==> src/rtl/fsq_pkg.sv <==
`timescale 1ns/1ps
package fsq_pkg;
  typedef enum logic [3:0] {
    PH_IDLE, PH_MACRO, PH_RD1, PH_RD2, PH_WR1, PH_WR2, PH_WR3, PH_WR4, PH_END
  } phase_e;

  localparam int CODE_W = 6;

  typedef struct packed {
    logic              fetch_ret;
    logic              term;
    logic [CODE_W-1:0] code;
  } entry_t;

  localparam logic [CODE_W-1:0] C_RD_LO = 6'd1;
  localparam logic [CODE_W-1:0] C_RD_HI = 6'd2;
  localparam logic [CODE_W-1:0] C_WR_LO = 6'd3;
  localparam logic [CODE_W-1:0] C_WR_HI = 6'd4;
  localparam logic [CODE_W-1:0] C_END   = 6'd5;

  function automatic entry_t mk_entry(input logic f, input logic t, input logic [CODE_W-1:0] c);
    entry_t e;
    e.fetch_ret = f;
    e.term      = t;
    e.code      = c;
    return e;
  endfunction
endpackage

==> src/rtl/fsq_rst_sync.sv <==
`timescale 1ns/1ps
module fsq_rst_sync #(
  parameter int STAGES = 2
) (
  input  logic clk,
  input  logic rst_n,
  output logic rst_n_sync
);
  logic [STAGES-1:0] sh_q;

  always_ff @(posedge clk or negedge rst_n) begin
    if (!rst_n) sh_q <= '0;
    else        sh_q <= {sh_q[STAGES-2:0], 1'b1};
  end

  assign rst_n_sync = sh_q[STAGES-1];
endmodule

==> src/rtl/fsq_macro_rom.sv <==
`timescale 1ns/1ps
module fsq_macro_rom
  import fsq_pkg::*;
#(
  parameter int DEPTH = 32,
  localparam int IDX_W = $clog2(DEPTH)
) (
  input  logic [IDX_W-1:0] idx,
  output entry_t           entry
);
  always_comb begin
    entry = mk_entry(1'b1, 1'b0, '0);
    case (int'(idx))
      0:  entry = mk_entry(1'b0, 1'b0, C_RD_LO);
      1:  entry = mk_entry(1'b0, 1'b1, C_RD_HI);
      3:  entry = mk_entry(1'b0, 1'b0, C_WR_LO);
      4:  entry = mk_entry(1'b0, 1'b0, C_WR_HI);
      5:  entry = mk_entry(1'b1, 1'b0, '0);
      6:  entry = mk_entry(1'b0, 1'b0, C_RD_LO);
      7:  entry = mk_entry(1'b0, 1'b0, C_RD_HI);
      8:  entry = mk_entry(1'b0, 1'b0, C_WR_LO);
      9:  entry = mk_entry(1'b0, 1'b0, C_WR_HI);
      10: entry = mk_entry(1'b0, 1'b0, C_END);
      12: entry = mk_entry(1'b0, 1'b0, C_RD_LO);
      13: entry = mk_entry(1'b1, 1'b0, '0);
      default: entry = mk_entry(1'b1, 1'b0, '0);
    endcase
  end
endmodule

==> src/rtl/fsq_ctrl.sv <==
`timescale 1ns/1ps
module fsq_ctrl
  import fsq_pkg::*;
#(
  parameter int DEPTH = 32,
  localparam int IDX_W = $clog2(DEPTH)
) (
  input  logic             clk,
  input  logic             rst_n,
  input  logic             start,
  input  logic [IDX_W-1:0] start_idx,
  input  entry_t           entry,
  output logic [IDX_W-1:0] ptr,
  output phase_e           phase,
  output logic             hi_sel,
  output logic             accept,
  output logic             done
);
  phase_e           phase_q, phase_n;
  logic [IDX_W-1:0] ptr_q, ptr_n;
  logic             term_q, term_n;
  logic             hi_q, hi_n;
  logic             done_q, done_n;
  logic             route_end;

  assign accept = start && (phase_q == PH_IDLE);
  assign route_end = term_q;

  always_comb begin
    phase_n = phase_q;
    ptr_n   = ptr_q;
    term_n  = term_q;
    hi_n    = hi_q;
    case (phase_q)
      PH_IDLE: begin
        if (accept) begin
          phase_n = PH_MACRO;
          ptr_n   = start_idx;
          term_n  = 1'b0;
          hi_n    = 1'b0;
        end
      end
      PH_MACRO: begin
        ptr_n = ptr_q + IDX_W'(1);
        if (entry.fetch_ret) begin
          phase_n = PH_IDLE;
        end else begin
          term_n = entry.term;
          case (entry.code)
            C_RD_LO: begin phase_n = PH_RD1; hi_n = 1'b0; end
            C_RD_HI: begin phase_n = PH_RD1; hi_n = 1'b1; end
            C_WR_LO: begin phase_n = PH_WR1; hi_n = 1'b0; end
            C_WR_HI: begin phase_n = PH_WR1; hi_n = 1'b1; end
            default: phase_n = PH_END;
          endcase
        end
      end
      PH_RD1:  phase_n = PH_RD2;
      PH_RD2:  phase_n = route_end ? PH_IDLE : PH_MACRO;
      PH_WR1:  phase_n = PH_WR2;
      PH_WR2:  phase_n = PH_WR3;
      PH_WR3:  phase_n = PH_WR4;
      PH_WR4:  phase_n = route_end ? PH_IDLE : PH_MACRO;
      default: phase_n = PH_IDLE;
    endcase
  end

  assign done_n = (phase_q != PH_IDLE) && (phase_n == PH_IDLE);

  always_ff @(posedge clk or negedge rst_n) begin
    if (!rst_n) begin
      phase_q <= PH_IDLE;
      ptr_q   <= '0;
      term_q  <= 1'b0;
      hi_q    <= 1'b0;
      done_q  <= 1'b0;
    end else begin
      phase_q <= phase_n;
      ptr_q   <= ptr_n;
      term_q  <= term_n;
      hi_q    <= hi_n;
      done_q  <= done_n;
    end
  end

  assign ptr    = ptr_q;
  assign phase  = phase_q;
  assign hi_sel = hi_q;
  assign done   = done_q;

  a_r3_ptr_step: assert property (@(posedge clk) disable iff (!rst_n)
    (phase_q == PH_MACRO) |=> (ptr_q == $past(ptr_q) + IDX_W'(1)));
  a_r10_done_single: assert property (@(posedge clk) disable iff (!rst_n)
    done_q |=> !done_q);
  a_r10_done_idle: assert property (@(posedge clk) disable iff (!rst_n)
    done_q |-> (phase_q == PH_IDLE));
  a_r11_start_in_end: assert property (@(posedge clk) disable iff (!rst_n)
    (phase_q == PH_END && start) |=> (phase_q == PH_IDLE));
  a_r4_read_two: assert property (@(posedge clk) disable iff (!rst_n)
    (phase_q == PH_RD1) |=> (phase_q == PH_RD2));
endmodule

==> src/rtl/fsq_xfer.sv <==
`timescale 1ns/1ps
module fsq_xfer
  import fsq_pkg::*;
#(
  parameter int AW = 16,
  parameter int DW = 8,
  localparam int LANES = 2
) (
  input  logic                clk,
  input  logic                rst_n,
  input  logic                load,
  input  logic [AW-1:0]       hold_addr,
  input  logic [LANES*DW-1:0] hold_data,
  input  phase_e              phase,
  input  logic                hi_sel,
  input  logic [DW-1:0]       mem_rdata,
  output logic [AW-1:0]       mem_addr,
  output logic                mem_rd,
  output logic                mem_wr,
  output logic [DW-1:0]       mem_wdata,
  output logic [LANES*DW-1:0] rd_data
);
  logic [AW-1:0]       addr_q;
  logic [LANES*DW-1:0] wdat_q;
  logic                in_write;
  logic                capture;

  always_ff @(posedge clk or negedge rst_n) begin
    if (!rst_n) begin
      addr_q <= '0;
      wdat_q <= '0;
    end else if (load) begin
      addr_q <= hold_addr;
      wdat_q <= hold_data;
    end
  end

  assign capture = (phase == PH_RD1);

  for (genvar g = 0; g < LANES; g++) begin : g_lane
    logic          lane_en;
    logic [DW-1:0] lane_q;
    assign lane_en = capture && (int'(hi_sel) == g);
    always_ff @(posedge clk or negedge rst_n) begin
      if (!rst_n)       lane_q <= '0;
      else if (load)    lane_q <= '0;
      else if (lane_en) lane_q <= mem_rdata;
    end
    assign rd_data[g*DW +: DW] = lane_q;
  end

  assign in_write  = (phase == PH_WR1) || (phase == PH_WR2) ||
                     (phase == PH_WR3) || (phase == PH_WR4);
  assign mem_addr  = addr_q + {{(AW-1){1'b0}}, hi_sel};
  assign mem_rd    = (phase == PH_RD1);
  assign mem_wr    = (phase == PH_WR2);
  assign mem_wdata = in_write ? (hi_sel ? wdat_q[DW +: DW] : wdat_q[0 +: DW]) : '0;

  a_r12_strobe_excl: assert property (@(posedge clk) disable iff (!rst_n)
    !(mem_rd && mem_wr));
  a_r5_wr_one_cycle: assert property (@(posedge clk) disable iff (!rst_n)
    mem_wr |=> !mem_wr);
  a_r5_wr_hold: assert property (@(posedge clk) disable iff (!rst_n)
    mem_wr |=> ($stable(mem_addr) && $stable(mem_wdata)));
  a_r4_rd_one_cycle: assert property (@(posedge clk) disable iff (!rst_n)
    mem_rd |=> !mem_rd);
endmodule

==> src/rtl/follow_seq.sv <==
`timescale 1ns/1ps
module follow_seq
  import fsq_pkg::*;
#(
  parameter int AW    = 16,
  parameter int DW    = 8,
  parameter int DEPTH = 32,
  localparam int IDX_W = $clog2(DEPTH)
) (
  input  logic              clk,
  input  logic              rst_n,
  input  logic              start_i,
  input  logic [IDX_W-1:0]  start_idx_i,
  input  logic [AW-1:0]     hold_addr_i,
  input  logic [2*DW-1:0]   hold_data_i,
  output logic              busy_o,
  output logic              done_o,
  output logic [AW-1:0]     mem_addr_o,
  output logic              mem_rd_o,
  output logic              mem_wr_o,
  output logic [DW-1:0]     mem_wdata_o,
  input  logic [DW-1:0]     mem_rdata_i,
  output logic [2*DW-1:0]   rd_data_o
);
  logic             rst_n_s;
  logic [IDX_W-1:0] ptr;
  entry_t           entry;
  phase_e           phase;
  logic             hi_sel;
  logic             accept;

  fsq_rst_sync #(.STAGES(2)) u_rst (
    .clk(clk), .rst_n(rst_n), .rst_n_sync(rst_n_s)
  );

  fsq_macro_rom #(.DEPTH(DEPTH)) u_rom (
    .idx(ptr), .entry(entry)
  );

  fsq_ctrl #(.DEPTH(DEPTH)) u_ctrl (
    .clk(clk), .rst_n(rst_n_s), .start(start_i), .start_idx(start_idx_i),
    .entry(entry), .ptr(ptr), .phase(phase), .hi_sel(hi_sel),
    .accept(accept), .done(done_o)
  );

  fsq_xfer #(.AW(AW), .DW(DW)) u_xfer (
    .clk(clk), .rst_n(rst_n_s), .load(accept), .hold_addr(hold_addr_i),
    .hold_data(hold_data_i), .phase(phase), .hi_sel(hi_sel),
    .mem_rdata(mem_rdata_i), .mem_addr(mem_addr_o), .mem_rd(mem_rd_o),
    .mem_wr(mem_wr_o), .mem_wdata(mem_wdata_o), .rd_data(rd_data_o)
  );

  assign busy_o = (phase != PH_IDLE);

  a_r2_busy_after_start: assert property (@(posedge clk) disable iff (!rst_n_s)
    (start_i && !busy_o) |=> busy_o);
  a_r10_done_not_busy: assert property (@(posedge clk) disable iff (!rst_n_s)
    done_o |-> !busy_o);
endmodule

==> config.mk <==
export PLATFORM = sky130hd
export DESIGN_NAME = follow_seq
export DESIGN_NICKNAME = d
export VERILOG_FILES = /design/src/rtl/fsq_pkg.sv /design/src/rtl/fsq_rst_sync.sv /design/src/rtl/fsq_macro_rom.sv /design/src/rtl/fsq_ctrl.sv /design/src/rtl/fsq_xfer.sv /design/src/rtl/follow_seq.sv
export SDC_FILE = /design/constraint.sdc
export NUM_CORES = 1
export LEC_CHECK = 0
export ABC_AREA = 1
export BUFFER_PORTS_ARGS = -buffer_cell sky130_fd_sc_hd__buf_2
export CAP_MARGIN = 30
export CORE_MARGIN = 1.5
export CORE_UTILIZATION = 55
export CTS_BUF_LIST = sky130_fd_sc_hd__clkbuf_8
export CTS_CLUSTER_DIAMETER = 30
export DETAILED_ROUTE_END_ITERATION = 16
export GPL_ROUTABILITY_DRIVEN = 0
export PLACE_DENSITY_LB_ADDON = 0.12
export REMOVE_ABC_BUFFERS = 1
export SYNTH_ARGS = -nofsm -noshare
export SYNTH_HDL_FRONTEND = slang
export SYNTH_SLANG_ARGS = --single-unit
==> constraint.sdc <==
create_clock -name clk -period 3.1 [get_ports clk]
set_clock_uncertainty 0.2 [all_clocks]
set_input_delay 0.62 -clock clk [delete_from_list [all_inputs] [get_ports clk]]
set_output_delay 0.62 -clock clk [all_outputs]
set_load 0.02 [all_outputs]
## Yosys cells after proc, flatten, opt, wreduce, memory -nomap -nowiden

Memories as Yosys holds them, arrays and structs flattened.
Cells that the tools add are included.

| word-level totals | value |
|---|---|
| RAM bits | 0 |
| bits in latches | 0 |
| memories kept | 1 |
| input port bits | 48 |
| flip-flop bits (word level) | 62 |
| ROM bits | 80 |

| cells by class | value |
|---|---|
| bitwise logic cells | 1 |
| add/subtract/negate cells | 2 |
| mux-type cells | 20 |
| div/mod/pow operators | 0 |
| shifts and indexed selects | 0 |
| $lt $le $gt $ge | 0 |
| equality and inequality tests | 14 |
| multipliers | 0 |
| reductions and logical operators | 21 |

Memory list:

| name | depth | bits a word | read ports | clocked after Yosys merged registers in | write ports | line | RTL |
|---|---|---|---|---|---|---|---|
| (no name shown) | 16 | 5 | 1 | 0 | 0 | fsq_macro_rom.sv:13 | `case (int'(idx))` |

Operators with widths:

| kind | number |
|---|---|
| 2-to-1 mux 8 bit | 7 |
| one-hot mux 4 bit (7 select lines) | 1 |
| adder 16 x 1 -> 16 bit | 1 |
| == test 4 x 3 -> 1 bit (second input constant) | 4 |
| == test 6 x 2 -> 1 bit (second input constant) | 2 |
| one-hot mux 5 bit (2 select lines) | 1 |
| OR reduction 2 bit | 5 |
| == test 4 x 2 -> 1 bit (second input constant) | 2 |
| logical NOT 4 bit | 2 |
| 2-to-1 mux 4 bit | 2 |
| one-hot mux 4 bit (2 select lines) | 1 |
| == test 6 x 1 -> 1 bit (second input constant) | 1 |
| == test 6 x 3 -> 1 bit (second input constant) | 1 |
| one-hot mux 1 bit (2 select lines) | 3 |
| nonzero test 2 bit | 3 |
| adder 5 x 1 -> 5 bit (second input constant) | 1 |
| 2-to-1 mux 5 bit | 1 |
| == test 4 x 1 -> 1 bit (second input constant) | 1 |
| logical AND 1 bit | 4 |
| 2-to-1 mux 1 bit | 4 |
| inequality test 2 bit (second input constant) | 2 |
| AND reduction 4 bit | 1 |
| nonzero test 4 bit | 1 |
| logical OR 1 bit | 3 |
| 4 further kinds | 4 |

## Logic depth before layout (Yosys ltp)

Gate-level depths: netlist (run 1).
An unclocked memory read counts as a cell.

| logic depth | value |
|---|---|
| depth in word-level cells | 9 |
| depth in mapped cells | 13 |

## Cells and area by module

A second synthesis (run 1) with hierarchy kept.

| unflattened totals | value |
|---|---|
| cells, all modules | 438 |
| area total of the unflattened synthesis | 3468.3 um^2 |

Modules (own cells, without submodules):

| module | times used | area each (um^2) | cells an instance |
|---|---|---|---|
| fsq_xfer | 1 | 2451.1 | 289 |
| fsq_ctrl | 1 | 730.7 | 103 |
| fsq_macro_rom | 1 | 221.5 | 40 |
| fsq_rst_sync | 1 | 53.8 | 3 |
| follow_seq | 1 | 11.3 | 3 |

## Worst setup path before layout (run 1)

No wires, ideal clock.

| timing path | value |
|---|---|
| path kind | flip-flop to output port |
| from | reg u_ctrl.hi_q, in the netlist u_ctrl.hi_sel |
| to | out mem_addr_o[14] |
| setup slack | 512 ps |
| buffers on the path | 0 |
| required time | 2280 ps |
| stages on the path, launching flop included | 9 |
| arrival | 1768 ps |
| path through | dfrtp_1 -> ha_1 -> ha_1 -> nand3_1 -> nor3_2 -> nand3_1 -> nor2_2 -> nand3_1 -> xnor2_1 |

| on the way | value |
|---|---|
| longest elaborated chain between the ends | 1 |

RTL lines:

| item | line | RTL |
|---|---|---|
| from (decl) | fsq_ctrl.sv:22 | `logic hi_q, hi_n;` |
| from (signal assigned) | fsq_ctrl.sv:81 | `hi_q <= hi_n;` |
| adder 16 x 1 -> 16 bit | fsq_xfer.sv:54 | `assign mem_addr = addr_q + {{(AW-1){1'b0}}, hi_sel};` |
| to (decl) | follow_seq.sv:18 | `output logic [AW-1:0] mem_addr_o,` |

Every way passes these cells.

## Final worst setup path (run 1)

| timing path | value |
|---|---|
| from | reg u_xfer.addr_q[0] |
| to | out mem_addr_o[14] |

| on the way | value |
|---|---|
| longest elaborated chain between the ends | 1 |

RTL lines:

| item | line | RTL |
|---|---|---|
| from (decl) | fsq_xfer.sv:23 | `logic [AW-1:0] addr_q;` |
| from (signal assigned) | fsq_xfer.sv:33 | `addr_q <= hold_addr;` |
| adder 16 x 1 -> 16 bit | fsq_xfer.sv:54 |  |

Every way passes these cells.

==> impl_metrics.csv, run 1 <==
group,metric,value,unit
power_and_ir_drop,clkPwrFrac,14.3,%
clocking,cts_tree,"built",
sta,hold_ws,0.126,ns
drt,vias,2811,
run_status,run_status,"finished, final reports clean",
drt,first_pass_iters,4,
power_and_ir_drop,powerDensity,1100,nW/um^2
worst_setup_path,crit_fanout,3,
drt,antenna_left,0,
floorplan,core,5510,um^2
flow_run,drv_cap,0,
sta,hold_viol_final,0,
floorplan,die-area,6140,um^2
finish,instances_no_fill,565,
global_routing,grt_pass1_vias,2662,
drt,wl,6880,um
clocking,cts_buffers,9,
finish,final_cell_mix,"167 x nand2_1, 90 x buf_2, 61 x dfrtp_1, 23 x inv_1, 23 x o21ai_1",
global_routing,grt_usage,24.1,%
sta,max-slew-margin-rel,52.8,%
yosys,ys_seq_elements,62,
worst_setup_path,reg2reg_slack,0.91,ns
floorplan,fp.dieW,78.4,um
drt,drtIter0Drc,178,
clocking,cts_buffer_depth,2,
place,io_buffer_count,91,
finish,diodes,0,
finish,layout_commonest_cell,"nand2_1",
worst_setup_path,path_buf_inv,1,
finish,layout-drive-gt1-share,29.0,%
yosys,ys_types,29,
yosys,syn_area,3130,um^2
worst_setup_path,crit_family,"simple AND/OR/NAND/NOR gates",
sta,finalWorstSetupSlack,0.166,ns
power_and_ir_drop,ir_worst_vdd,654,uV
clocking,clk_pin_slew,0.07,ns
worst_setup_path,crit_chain,"ha_2 -> ha_4 -> nand3_4 -> nor3_4 -> nand3_2 -> nor2_2 -> nand3_1 -> xnor2_1 -> buf_4",
yosys,yosys_warnings,0,
yosys,synth_edf_count,0,
worst_setup_path,r2r_cells,7,
floorplan,ios,92,
yosys,synth-xor-area-share,3.92,%
finish,nets,542,
clocking,clock_sinks,62,
floorplan,initial_core_util,56.8,%
worst_setup_path,crit_type,"reg2out",
yosys,synth_fa_ha_area_share,2.40,%
yosys,syn-instance-count,394,
place,post-place-ws,0.404,ns
global_routing,grt_max_degree,42,
power_and_ir_drop,p_switching,2020,uW
floorplan,fp-row-count,27,
finish,fin_util,70.0,%
sta,setup_viol,0,
sta,period_share,94.6,%
sta,tightest_slew,0.708,ns
worst_setup_path,critical-path-max-stage-delay,0.36,ns
power_and_ir_drop,switching_share,47.9,%
global_routing,antenna_found_initial,0,
sta,setup-tns-final,0,ns
yosys,synth-simple-area-share,30.0,%
place,dp.cells,548,
yosys,synth_area_per_cell,7.93,um^2
global_routing,grt_pass1_wl,11400,um
yosys,async_flop_share,100,%
yosys,synth_compound_area_share,8.17,%
floorplan,die_y,78.4,um
drt,drc,0,
yosys,synthMuxAreaShare,0,%
yosys,ys.flop_type,"dfrtp_1",
yosys,ys_seq_area_share,49.6,%
worst_setup_path,startpoint_type,"flop",
power_and_ir_drop,pwr-share-comb,50.9,%
power_and_ir_drop,p_leak,0.00212,uW
finish,syn2layout_area_growth,23.4,%
worst_setup_path,cp-end-kind,"output port",
clocking,clk_latency,0.33,ns
worst_setup_path,crit_required,2.28,ns
yosys,synth_top_family_by_area,"simple AND/OR/NAND/NOR gates",
place,hpwl,4970,um
clocking,postCtsSetupBuffers,0,
clocking,clock_tree.htree_level_count,3,
worst_setup_path,worstPathArrival,2.11,ns
sta,rsz0062_at_grt,"no",
sta,drv_slew,0,
sta,max_freq,0.341,GHz
power_and_ir_drop,seqPwrFrac,34.7,%
worst_setup_path,cp_slowest_cell,"dfrtp_1",
drt,vias_per_cell,4.98,
sta,min_period,2.93,ns
clocking,cts-root-buf,"clkbuf_8",
global_routing,grt-ovfl-total,0,
drt,avgRoutedWirePerCell,12.2,um
worst_setup_path,cp_num_cells,9,
min_path,hold_path.class,"reg2async",
power_and_ir_drop,p_int,2200,uW
metal layers:
metal	share of wire [%]	track usage (%)	wire [um]
met1	45	30.0	3080
met2	48	40.0	3310
met3	5.4	5.23	373
met4	1.8	11.4	121
met5	0	0	0
cell families after synthesis:
family / Yosys count
AND/OR/NAND/NOR: 221
flip-flops: 62
AO/OA/AOI/OAI: 46
buffers and inverters: 44
XOR/XNOR: 14
adder cells (fa/ha/maj): 6
other: 1
final cells by class:
class                   instances  area, um^2
clock buffers                  10         138
clock inverters                 6        30.0
fillers                       463        1650
inverters                      32         121
multi-input cells             288        1430
flip-flops and latches         62        1550
well taps                      72        90.1
repair buffers                 95         490
flip-flops by register name, summed over array words and instances (netlist names):
signal	flops
u_xfer.addr_q	16
u_xfer.g_lane.lane_q	16
u_xfer.wdat_q	16
u_ctrl.ptr	5
u_ctrl.phase	4
u_rst.sh_q	2
u_ctrl.done	1
u_ctrl.hi_sel	1
u_ctrl.route_end	1
metrics by stage:
step | power, uW | cell area, um^2
finish | 4230 | 3860
CTS | 4230 | 3810
global placement | 3550 | 3640
global route | 4590 | 3860
detailed placement | 3610 | 3640
floorplan | 3000 | 3070
repair_timing:
item                                   4_1_cts  5_1_grt
hold buffers                                 1        0
endpoints found under the hold margin        2        0
setup endpoints to repair                    0        1
gates resized for setup                      0        8
power by group through the flow:
stage	Combinational (uW)	Clock, uW	Sequential, uW
5_1_grt	2420	653	1520
2_1_floorplan	1460	0	1550
6_report	2150	605	1470
3_5_place_dp	2150	0	1470
3_3_place_gp	2090	0	1450
4_1_cts	2160	617	1450
path summary, 6_finish.rpt:
path                                                          endpoint                          from
min in group clk                               u_rst.sh_q[1]$_DFF_PN0_       u_rst.sh_q[0]$_DFF_PN0_
worst max register to register               u_ctrl.ptr[1]$_DFFE_PN0P_     u_ctrl.phase[3]$_DFF_PN0_
worst min-delay path            u_xfer.g_lane[1].lane_q[2]$_DFFE_PN0P_       u_rst.sh_q[1]$_DFF_PN0_
worst min register to register  u_xfer.g_lane[1].lane_q[2]$_DFFE_PN0P_       u_rst.sh_q[1]$_DFF_PN0_
max in group asynchronous                 u_xfer.addr_q[8]$_DFFE_PN0P_       u_rst.sh_q[1]$_DFF_PN0_
worst max-delay path                                    mem_addr_o[14]  u_xfer.addr_q[0]$_DFFE_PN0P_
cell usage after synthesis (6+ instances only):
| library cell | number | area share, % |
|---|---|---|
| ha_1 | 6 | 2.4 |
| inv_2 | 8 | 0.96 |
| nand2_1 | 167 | 20 |
| inv_1 | 21 | 2.5 |
| a21oi_1 | 10 | 1.6 |
| nand3_1 | 17 | 2.7 |
| xor2_1 | 9 | 2.5 |
| nand2_2 | 6 | 1.2 |
| buf_2 | 10 | 1.6 |
| o21ai_1 | 23 | 3.7 |
| dfrtp_1 | 62 | 50 |
| o211ai_1 | 6 | 1.4 |
| nor2_1 | 14 | 1.7 |
worst reg2reg max path, delay by kind of cell (launching register included):
kind / cells / cell delay, ns
AO/OA/AOI/OAI: 1 / 0.12
buffers and inverters: 2 / 0.64
AND/OR/NAND/NOR: 4 / 0.74
flip-flops: 1 / 0.40
No activity file was read; power rests on OpenSTA's default activity.
==> run 2, diff against run 1 <==
--- a/config.mk
+++ b/config.mk
@@ -8,8 +8,10 @@
 export ABC_AREA = 1
 export BUFFER_PORTS_ARGS = -buffer_cell sky130_fd_sc_hd__buf_2
 export CAP_MARGIN = 30
+export CELL_PAD_IN_SITES_DETAIL_PLACEMENT = 1
+export CELL_PAD_IN_SITES_GLOBAL_PLACEMENT = 2
 export CORE_MARGIN = 1.5
-export CORE_UTILIZATION = 55
+export CORE_UTILIZATION = 32
 export CTS_BUF_LIST = sky130_fd_sc_hd__clkbuf_8
 export CTS_CLUSTER_DIAMETER = 30
 export DETAILED_ROUTE_END_ITERATION = 16
==> impl_metrics.csv, run 2 (same netlist as run 1, synthesis figures left out) <==
group,metric,value,unit
power_and_ir_drop,ir_worst_vdd,358,uV
worst_setup_path,crit_required,2.28,ns
power_and_ir_drop,powerDensity,1130,nW/um^2
worst_setup_path,timing.rr.end,"u_xfer.addr_q[4]$_DFFE_PN0P_",
finish,nets,544,
worst_setup_path,crit_chain,"ha_1 -> ha_2 -> nand3_2 -> nor3_4 -> nand3_2 -> nor2_4 -> nand3_1 -> xnor2_1 -> buf_4",
global_routing,grt_pass1_wl,14300,um
worst_setup_path,cp_slowest_cell,"dfrtp_1",
worst_setup_path,crit_fanout,2,
finish,fin_util,42.6,%
drt,vias,2879,
place,placed_cell_area,3720,um^2
floorplan,die-area,10400,um^2
floorplan,core,9370,um^2
finish,design_area,3990,um^2
worst_setup_path,cp_common_cell,"nand3_2",
worst_setup_path,path_buf_inv,1,
finish,final_cell_mix,"167 x nand2_1, 90 x buf_2, 61 x dfrtp_1, 23 x o21ai_1, 21 x inv_1",
drt,avgRoutedWirePerCell,14.1,um
min_path,hold_path.class,"reg2async",
clocking,cts-root-buf,"clkbuf_8",
floorplan,die_y,102,um
worst_setup_path,crit_type,"reg2out",
drt,drtIter0Drc,105,
global_routing,grt-ovfl-total,0,
global_routing,grt_pass1_vias,2934,
drt,antenna_left,0,
clocking,cts_tree,"built",
worst_setup_path,r2r_cells,7,
finish,reg.largest.list,"u_xfer.addr_q x16, u_xfer.g_lane.lane_q x16, u_xfer.wdat_q x16",
floorplan,initial_core_util,33.4,%
clocking,cts_buffers,9,
floorplan,ios,92,
sta,drv_slew,0,
drt,first_pass_iters,4,
sta,max-slew-margin-rel,48.8,%
global_routing,antenna_found_initial,0,
floorplan,fp-row-count,35,
worst_setup_path,startpoint_type,"flop",
drt,drc,0,
clocking,clock_sinks,62,
finish,layout_commonest_cell,"nand2_1",
power_and_ir_drop,p_leak,0.00214,uW
sta,max_freq,0.337,GHz
clocking,clk_pin_slew,0.08,ns
drt,wl,8770,um
drt,vias_per_cell,4.61,
sta,min_period,2.96,ns
sta,hold_viol_final,0,
global_routing,grt_usage,17.8,%
worst_setup_path,crit_family,"simple AND/OR/NAND/NOR gates",
floorplan,fp.dieW,102,um
place,hpwl,6220,um
place,io_buffer_count,91,
worst_setup_path,worstPathArrival,2.14,ns
worst_setup_path,reg2reg_slack,0.86,ns
run_status,run_status,"finished, final reports clean",
clocking,cts_buffer_depth,2,
worst_setup_path,critical-path-max-stage-delay,0.37,ns
worst_setup_path,cp-end-kind,"output port",
flow_run,drv_cap,0,
worst_setup_path,r2r_start,"u_ctrl.phase[3]$_DFF_PN0_",
finish,layout-drive-gt1-share,29.5,%
sta,setup_viol,0,
clocking,clk_latency,0.34,ns
clocking,clock_tree.htree_level_count,3,
finish,diodes,0,
sta,period_share,95.6,%
finish,syn2layout_area_growth,27.7,%
sta,tightest_slew,0.767,ns
global_routing,grt_max_degree,42,
## run 2: cell type report
cell class,count,area (um^2)
clock inverter,7,97.6
inverter,32,121
sequential,62,1550
fill,1204,5380
timing repair buffer,97,505
tap,129,161
multi-input combinational,288,1430
clock buffer,9,124
## run 2: layer usage
| metal | GRT usage, % | vias to the layer above | wire length [um] |
|---|---|---|---|
| met5 | 0 | - | 0 |
| met4 | 6.95 | 0 | 109 |
| met3 | 2.80 | 7 | 281 |
| met2 | 29.1 | 56 | 4260 |
| met1 | 23.8 | 1388 | 4120 |
| li1 | - | 1428 | - |
## run 2: how the worst max path moves through the flow
stage | start | to | slack (ns) | cells past startpoint
2_1_floorplan | u_ctrl.hi_sel$_DFFE_PN0P_ | mem_addr_o[14] | 0.33 | 8
3_3_place_gp | u_ctrl.hi_sel$_DFFE_PN0P_ | mem_addr_o[14] | 0.47 | 9
3_5_place_dp | u_xfer.addr_q[0]$_DFFE_PN0P_ | mem_addr_o[14] | 0.40 | 9
4_1_cts | u_xfer.addr_q[0]$_DFFE_PN0P_ | mem_addr_o[14] | 0.02 | 9
5_1_grt | u_ctrl.hi_sel$_DFFE_PN0P_ | mem_addr_o[14] | -0.05 | 9
6_report | u_xfer.addr_q[0]$_DFFE_PN0P_ | mem_addr_o[14] | 0.14 | 9
## run 2: through the flow
stage / cells / hold WS [ns] / setup TNS, ns / setup slack (ns) / power [uW]
global placement: 606 / 0.132 / 0 / 0.471 / 3660
floorplan: 382 / 0.124 / 0 / 0.334 / 3000
finish: 624 / 0.107 / 0 / 0.136 / 4500
detailed placement: 606 / 0.129 / 0 / 0.403 / 3720
CTS: 623 / 0.136 / 0 / 0.0239 / 4540
global route: 624 / 0.164 / -0.0553 / -0.0505 / 4910
## run 2: where the power goes
part / switching (uW) / internal (uW)
clock: 352 / 455
combinational: 1500 / 718
sequential: 293 / 1180
total: 2140 / 2360
## run 2: repair_timing
item / CTS / global route
endpoints found under the hold margin: 2 / 0
hold buffers: 1 / 0
setup endpoints to repair: 0 / 4
resized for setup: 0 / 8
buffers inserted: 0 / 1
==> run 3, diff against run 2 <==
--- a/config.mk
+++ b/config.mk
@@ -6,7 +6,7 @@
 export NUM_CORES = 1
 export LEC_CHECK = 0
 export ABC_AREA = 1
-export BUFFER_PORTS_ARGS = -buffer_cell sky130_fd_sc_hd__buf_2
+export BUFFER_PORTS_ARGS = -buffer_cell sky130_fd_sc_hd__buf_4
 export CAP_MARGIN = 30
 export CELL_PAD_IN_SITES_DETAIL_PLACEMENT = 1
 export CELL_PAD_IN_SITES_GLOBAL_PLACEMENT = 2
==> impl_metrics.csv, run 3 (same netlist as run 1, synthesis figures left out) <==
group,metric,value,unit
finish,diodes,0,
drt,avgRoutedWirePerCell,14.2,um
worst_setup_path,cp_slowest_cell,"dfrtp_1",
worst_setup_path,r2r_cells,12,
run_status,run_status,"finished, final reports clean",
worst_setup_path,crit_required,2.28,ns
place,post-place-ws,0.398,ns
clocking,clk_pin_slew,0.08,ns
clocking,cts-root-buf,"clkbuf_8",
finish,nets,545,
clocking,clock_sinks,62,
worst_setup_path,crit_family,"simple AND/OR/NAND/NOR gates",
sta,max_freq,0.340,GHz
clocking,cts_buffers,9,
global_routing,grt_pass1_vias,3004,
floorplan,die_y,102,um
finish,nFillCells,1191,
sta,hold_ws,0.0926,ns
sta,finalWorstSetupSlack,0.155,ns
global_routing,grt_usage,18.1,%
floorplan,ios,92,
sta,max-slew-margin-rel,50.2,%
finish,syn2layout_area_growth,35.5,%
worst_setup_path,crit_fanout,3,
sta,period_share,95.0,%
worst_setup_path,path_buf_inv,1,
drt,first_pass_iters,4,
drt,wl,8850,um
place,hpwl,6500,um
worst_setup_path,cp-end-kind,"output port",
drt,antenna_left,0,
power_and_ir_drop,finalPower,4700,uW
floorplan,core,9370,um^2
sta,setup_viol,0,
worst_setup_path,crit_type,"reg2out",
worst_setup_path,critical-path-max-stage-delay,0.36,ns
drt,drc,0,
place,io_buffer_count,91,
floorplan,fp.dieW,102,um
sta,min_period,2.94,ns
sta,drv_slew,0,
sta,tightest_slew,0.745,ns
global_routing,grt_pass1_wl,14600,um
sta,hold_viol_final,0,
clocking,cts_buffer_depth,2,
min_path,hold_path.class,"reg2async",
floorplan,fp-row-count,35,
finish,reg.largest.list,"u_xfer.addr_q x16, u_xfer.g_lane.lane_q x16, u_xfer.wdat_q x16",
drt,drtIter0Drc,71,
clocking,clk_latency,0.33,ns
drt,vias_per_cell,4.59,
worst_setup_path,reg2reg_slack,1.09,ns
global_routing,grt-ovfl-total,0,
finish,final_cell_mix,"167 x nand2_1, 97 x buf_4, 61 x dfrtp_1, 23 x o21ai_1, 21 x inv_1",
finish,layout_commonest_cell,"nand2_1",
worst_setup_path,worstPathArrival,2.12,ns
global_routing,antenna_found_initial,0,
worst_setup_path,startpoint_type,"flop",
worst_setup_path,r2r_start,"u_ctrl.ptr[0]$_DFFE_PN0P_",
clocking,clock_tree.htree_level_count,3,
global_routing,grt_max_degree,42,
clocking,cts_tree,"built",
worst_setup_path,timing.rr.end,"u_ctrl.done$_DFF_PN0_",
sta,setup-tns-final,0,ns
drt,vias,2871,
floorplan,initial_core_util,33.4,%
floorplan,die-area,10400,um^2
power_and_ir_drop,ir_worst_vdd,435,uV
sta,rsz0062_at_grt,"no",
worst_setup_path,crit_chain,"ha_2 -> ha_2 -> nand3_2 -> nor3_4 -> nand3_2 -> nor2_4 -> nand3_1 -> xnor2_1 -> buf_4",
power_and_ir_drop,p_leak,0.00221,uW
flow_run,drv_cap,0,
power_and_ir_drop,powerDensity,1110,nW/um^2
finish,layout-drive-gt1-share,29.8,%
==> run 3: cell types whose count changed in the layout (fill, tap and decap cells not counted), sizes merged <==
cell	change
inv	+3
clkinvlp	-2
buf	+1
clkinv	-1
==> run 3: routing by layer <==
metal | share of wire (%) | vias to the layer above | global-route usage, %
li1 | - | 1432 | -
met1 | 46 | 1388 | 24.0
met2 | 50 | 44 | 30.6
met3 | 3.0 | 7 | 2.46
met4 | 1.1 | 0 | 6.01
met5 | 0 | - | 0
==> run 3: layout make-up <==
cell class                 count  area (um^2)  area share [%]
clock buffer                   9          124            2.93
clock inverter                 7          104            2.45
inverter                      32          121            2.87
multi-input combinational    288         1430            33.8
sequential                    62         1550            36.7
tap                          129          161            3.81
timing repair buffer          98          738            17.4
==> run 3: power by group <==
part           total, uW  leakage (uW)  switching, uW  internal, uW
Sequential          1480      0.000773            299          1180
Clock                825      0.000115            360           466
Combinational       2390       0.00133           1520           873
==> run 3: repair_timing <==
item / CTS / global route
hold buffers: 1 / 0
setup endpoints to repair: 0 / 4
setup buffers: 0 / 1
gates resized for setup: 0 / 8
hold endpoints to repair: 2 / 0
==> run 3: metrics by stage <==
step / instances / util [%] / cell area (um^2)
after floorplan: 382 / - / 3070
after global placement: 607 / 42.2 / 3950
after detailed placement: 607 / 42.2 / 3950
after CTS: 624 / 44.7 / 4190
after global routing: 625 / 45.2 / 4230
final: 625 / 45.2 / 4230
==> run 3: worst reg2reg max path, cell delays in order (launching register included) <==
cell and delay, ns:
dfrtp_1 0.42, inv_1 0.13, ha_1 0.36, nand2_4 0.10, nand2_1 0.05, nand2_1 0.07, nand3_2 0.10, nand3_1 0.13
nand2_2 0.08, nor2_1 0.08, nand2_1 0.07, nand2_1 0.07, nor2_1 0.04
==> run 3: worst max path at each step <==
stage                           endpoint                         start  cells after the start  slack [ns]
final                     mem_addr_o[14]  u_xfer.addr_q[0]$_DFFE_PN0P_                      9        0.16
after global routing      mem_addr_o[14]     u_ctrl.hi_sel$_DFFE_PN0P_                      9        0.02
after CTS                 mem_addr_o[14]  u_xfer.addr_q[0]$_DFFE_PN0P_                      9        0.03
after detailed placement  mem_addr_o[14]  u_xfer.addr_q[0]$_DFFE_PN0P_                      9        0.40
after global placement    mem_addr_o[14]     u_ctrl.hi_sel$_DFFE_PN0P_                      9        0.47
after floorplan           mem_addr_o[14]     u_ctrl.hi_sel$_DFFE_PN0P_                      8        0.33
